### config.mk
export PLATFORM = sky130hd
export DESIGN_NAME = brcond_unit
export DESIGN_NICKNAME = d
export VERILOG_FILES = /design/src/rtl/brc_pkg.sv /design/src/rtl/brc_rst_sync.sv /design/src/rtl/brc_zero_detect.sv /design/src/rtl/brc_cond_select.sv /design/src/rtl/brcond_unit.sv
export SDC_FILE = /design/constraint.sdc
export NUM_CORES = 1
export LEC_CHECK = 0
export ABC_AREA = 1
export BUFFER_PORTS_ARGS = -buffer_cell sky130_fd_sc_hd__buf_4
export CORE_AREA = 2 2 39 41
export DETAILED_ROUTE_END_ITERATION = 12
export DIE_AREA = 0 0 41 43
export PLACE_DENSITY_LB_ADDON = 0.25
export REMOVE_ABC_BUFFERS = 1
export SYNTH_ARGS = -nofsm -noshare
export SYNTH_HDL_FRONTEND = slang
export SYNTH_SLANG_ARGS = --single-unit
### constraint.sdc
create_clock -name clk -period 1.37 [get_ports clk]
set_input_delay 0.0685 -clock clk [delete_from_list [all_inputs] [get_ports clk]]
set_output_delay 0.0685 -clock clk [all_outputs]
set_load 0.05 [all_outputs]
### src/rtl/brc_pkg.sv
`timescale 1ns/1ps
package brc_pkg;
  localparam int COND_W = 3;

  typedef enum logic [COND_W-1:0] {
    CC_NEVER   = 3'd0,
    CC_ALWAYS  = 3'd1,
    CC_ZERO    = 3'd2,
    CC_NONZERO = 3'd3,
    CC_SGN_CLR = 3'd4,
    CC_SGN_SET = 3'd5
  } cond_code_e;
endpackage

### src/rtl/brc_rst_sync.sv
`timescale 1ns/1ps
module brc_rst_sync #(
  parameter int STAGES = 2
) (
  input  logic clk,
  input  logic rst_n,
  output logic rst_q
);
  logic [STAGES-1:0] chain_q;
  logic [STAGES-1:0] chain_d;

  always_comb chain_d = {chain_q[STAGES-2:0], 1'b1};

  always_ff @(posedge clk or negedge rst_n) begin
    if (!rst_n) chain_q <= '0;
    else        chain_q <= chain_d;
  end

  assign rst_q = chain_q[STAGES-1];
endmodule

### src/rtl/brc_zero_detect.sv
`timescale 1ns/1ps
module brc_zero_detect #(
  parameter int WIDTH = 32,
  parameter int GROUP = 8
) (
  input  logic [WIDTH-1:0] data,
  output logic             is_zero
);
  localparam int NGRP  = (WIDTH + GROUP - 1) / GROUP;
  localparam int PAD_W = NGRP * GROUP;

  logic [PAD_W-1:0] padded;
  logic [NGRP-1:0]  grp_any;

  always_comb begin
    padded = '0;
    padded[WIDTH-1:0] = data;
  end

  for (genvar g = 0; g < NGRP; g++) begin : g_grp
    assign grp_any[g] = |padded[g*GROUP +: GROUP];
  end

  assign is_zero = ~|grp_any;
endmodule

### src/rtl/brc_cond_select.sv
`timescale 1ns/1ps
module brc_cond_select import brc_pkg::*; (
  input  logic [COND_W-1:0] sel,
  input  logic              is_zero,
  input  logic              sign,
  output logic              hit
);
  always_comb begin
    case (cond_code_e'(sel))
      CC_NEVER:   hit = 1'b0;
      CC_ALWAYS:  hit = 1'b1;
      CC_ZERO:    hit = is_zero;
      CC_NONZERO: hit = ~is_zero;
      CC_SGN_CLR: hit = ~sign;
      CC_SGN_SET: hit = sign;
      default:    hit = 1'b0;
    endcase
  end
endmodule

### src/rtl/brcond_unit.sv
`timescale 1ns/1ps
module brcond_unit import brc_pkg::*; #(
  parameter int DATA_W      = 32,
  parameter int ZGROUP      = 8,
  parameter int SYNC_STAGES = 2
) (
  input  logic              clk,
  input  logic              rst_n,
  input  logic [DATA_W-1:0] bus_data,
  input  logic [COND_W-1:0] cond_sel,
  input  logic              flag_load,
  input  logic              tgt_strobe,
  output logic              pc_load_en
);
  localparam int SIGN_BIT = DATA_W - 1;

  logic rst_q;
  logic bus_zero;
  logic cond_hit;
  logic flag_d;
  logic flag_q;

  brc_rst_sync #(.STAGES(SYNC_STAGES)) u_rst (
    .clk   (clk),
    .rst_n (rst_n),
    .rst_q (rst_q)
  );

  brc_zero_detect #(.WIDTH(DATA_W), .GROUP(ZGROUP)) u_zero (
    .data    (bus_data),
    .is_zero (bus_zero)
  );

  brc_cond_select u_sel (
    .sel     (cond_sel),
    .is_zero (bus_zero),
    .sign    (bus_data[SIGN_BIT]),
    .hit     (cond_hit)
  );

  // next state of the hidden flag: explicit load enable
  always_comb flag_d = flag_load ? cond_hit : flag_q;

  always_ff @(posedge clk or negedge rst_q) begin
    if (!rst_q) flag_q <= 1'b0;
    else        flag_q <= flag_d;
  end

  assign pc_load_en = tgt_strobe & flag_q;

  // ---------------- assertions ----------------
  p_never_r1: assert property (@(posedge clk) disable iff (!rst_q)
    (flag_load && cond_sel == 3'd0) |=> !flag_q);
  p_always_r2: assert property (@(posedge clk) disable iff (!rst_q)
    (flag_load && cond_sel == 3'd1) |=> flag_q);
  p_zero_r3: assert property (@(posedge clk) disable iff (!rst_q)
    (flag_load && cond_sel == 3'd2) |=> (flag_q == ($past(bus_data) == '0)));
  p_nonzero_r4: assert property (@(posedge clk) disable iff (!rst_q)
    (flag_load && cond_sel == 3'd3) |=> (flag_q == ($past(bus_data) != '0)));
  p_sign_clear_r5: assert property (@(posedge clk) disable iff (!rst_q)
    (flag_load && cond_sel == 3'd4) |=> (flag_q == !$past(bus_data[SIGN_BIT])));
  p_sign_set_r6: assert property (@(posedge clk) disable iff (!rst_q)
    (flag_load && cond_sel == 3'd5) |=> (flag_q == $past(bus_data[SIGN_BIT])));
  p_spare_r7: assert property (@(posedge clk) disable iff (!rst_q)
    (flag_load && cond_sel[2:1] == 2'b11) |=> !flag_q);
  p_reset_r8: assert property (@(posedge clk) disable iff (!rst_n)
    !rst_q |-> !pc_load_en);
  p_hold_r9: assert property (@(posedge clk) disable iff (!rst_q)
    !flag_load |=> $stable(flag_q));
  p_gate_r10: assert property (@(posedge clk) disable iff (!rst_q)
    pc_load_en |-> tgt_strobe);
endmodule

==> metrics.csv <==
stage,metric,value,unit
pwr,power,0.375,mW
drt,wirelength,836,um
clock_tree,cts_tree,yes,
drt,wl_per_cell,7.40,um
die,core_area,1380,um^2
clock_tree,path_clk_slew,0.04,ns
clock_tree,cts-root-buf,clkbuf_4,
worst_setup_path,crit_path_end_kind,output pin,
clock_tree,cts_resized,0,
grt,overflow,0,
layout,num-fill-cells,152,
sta,fin_crit_sh,68.3,%
sta,period_needed,0.935,ns
grt,grt_pass1_vias,391,
sta,setup_viol,0,
logic_synthesis,synth-main-ff-cell,dfrtp_1,
placed_design,gp_congestion,0.637,
layout,area_delta_synth_final,129,%
sta,fin_skew,0.000878,ns
worst_setup_path,required,1.30,ns
pwr,switching_share,22.7,%
sta,rsz0062_at_grt,no,
sta,setup-tns-final,0,ns
logic_synthesis,synth_area,270,um^2
grt,grt_usage,10.8,%
run,cap_violations,0,
die,floorplan.initialDensity,19.5,%
logic_synthesis,synth-seq-cells,3,
logic_synthesis,syn_avg_cell_area,5.10,um^2
hold_path,holdCritPathClass,register to async pin,
drt,num_vias,437,
grt,antenna_found_initial,0,
logic_synthesis,yosysTopAreaCell,nor2_1,
logic_synthesis,synthMostInstantiatedCell,nor2_1,
drt,via_per_inst,3.87,
grt,grt_max_degree,4,
layout,finish.utilization,44.8,%
worst_setup_path,path_class,register to output pin,
drt,dr.pass1.iters,4,
sta,fmax,1070,MHz
clock_tree,clk_latency,0.23,ns
clock_tree,cts_buffers,3,
logic_synthesis,async_flop_share,100,%
layout,multi_input_area,173,um^2
logic_synthesis,ys_top_cells_by_area,"nor2_1 (31%), dfrtp_1 (28%), nand2_1 (24%)",
logic_synthesis,yosysSeqAreaShare,27.8,%
layout,drive_gt1_share,43.3,%
drt,drc,0,
grt,grt_pass1_wl,1270,um
pwr,p_int,0.290,mW
worst_setup_path,crit_fanout,2,
die,ios,40,
layout,n_antenna_cell,0,
die,die-area,1760,um^2
sta,slew_violations,0,
pwr,clock_power_share,40.5,%
pwr,p_per_area,605,nW/um^2
placed_design,portBuffers,39,
pwr,p_sw,0.0853,mW
logic_synthesis,synth_common_cells,"nor2_1 (22), nand2_1 (17), inv_1 (6)",
logic_synthesis,synth.top_cell.area_share,30.6,%
status,status,completed,
worst_setup_path,worst_setup_path_start_kind,register,
drt,antenna_left,0,
layout,nNetsFinal,137,
die,die_x,41,um
clock_tree,hold_buffers,1,
pwr,p_leak,0.345,nW
pwr,pwr-share-seq,26.1,%
sta,hold_viol_final,0,
clock_tree,cts.sinks,3,
clock_tree,clockBufferDepth,2,
clock_tree,post_cts_buffers,0,
pwr,ir_worst_vdd,0.588,mV
placed_design,dpl.hpwl,744,um
clock_tree,cts_max_level,1,
logic_synthesis,synth_cells,53,
die,fp.dieH,43,um
logic_synthesis,synth_enable_flop_cells,0,
pwr,p_comb_share,33.4,%
logic_synthesis,ys_warn_count,0,
logic_synthesis,ys_types,9,
worst_setup_path,arrival,0.87,ns
drt,drtIter0Drc,2,
die,row_count,14,
layout,ff_latch_area,75.1,um^2
cell families (layout without fill, tap and decap cells):
family	count (synthesis)	count (layout)	synth area share, %
buffers and inverters	6	50	8.33
DFF	3	3	27.8
other	1	1	1.39
and+or+nand+nor	40	40	56.0
AOI/OAI and AO/OA	3	3	6.48
routing by layer:
metal / wire length [um] / part of all wire, % / global-route usage (%) / up-vias
li1: - / - / - / 244
met1: 250 / 30 / 8.41 / 168
met2: 408 / 49 / 17.8 / 23
met3: 164 / 20 / 7.33 / 2
met4: 13 / 1.6 / 6.67 / 0
met5: 0 / 0 / 0 / -
power groups by stage:
stage	clock, mW	sequential, mW	combinational [mW]
6_report	0.152	0.0979	0.125
5_1_grt	0.170	0.0983	0.139
4_1_cts	0.160	0.0980	0.127
3_5_place_dp	0	0.0990	0.124
3_3_place_gp	0	0.0990	0.122
2_1_floorplan	0	0.0983	0.0349
flip-flops by register name (all words and copies together) (netlist names):
name and flops:
flag_q 1, u_rst.chain_q 2
final cells by class:
type	instances	area share, %
multi-input combinational	44	27.9
sequential	3	12.1
clock buffer	4	4.24
inverter	6	3.64
timing repair buffer	40	48.9
tap	16	3.23
metrics by stage:
| step | hold WS (ns) | worst slack (ns) | area (um^2) | std cells |
|---|---|---|---|---|
| after floorplan | -0.227 | 0.628 | 270 | 53 |
| after global placement | -0.148 | 0.434 | 583 | 108 |
| after detailed placement | -0.148 | 0.403 | 583 | 108 |
| after CTS | 0.00111 | 0.421 | 619 | 113 |
| after global routing | 0.00580 | 0.373 | 619 | 113 |
| final | 0.000171 | 0.435 | 619 | 113 |
final timing paths:
kind / startpoint / to / slack, ns / depth (start not counted)
setup / recovery: flag_q / pc_load_en / 0.43 / 3
hold / removal: u_rst.chain_q[1] / flag_q / 0.0002 / 0
setup reg to reg: flag_q / flag_q / 0.78 / 2
hold reg to reg: u_rst.chain_q[1] / flag_q / 0.0002 / 0
max in group asynchronous: rst_n / u_rst.chain_q[0] / 1.13 / 2
min in group clk: flag_load / flag_q / 0.08 / 4
layout by cell type, fill, tap and decap left out:
cell type	instances
o21bai_1	1
dfrtp_1	3
conb_1	1
o21ai_0	1
nor2_1	22
a21oi_1	1
clkbuf_4	3
nand3_1	1
buf_4	39
clkbuf_1	1
inv_1	6
dlygate4sd3_1	1
nand2_1	17
critical path, stage by stage (launching register included):
cell and delay (ns):
dfrtp_1 0.37, nand2_1 0.06, inv_1 0.03, buf_4 0.17
(Power assumes the default switching activity.)
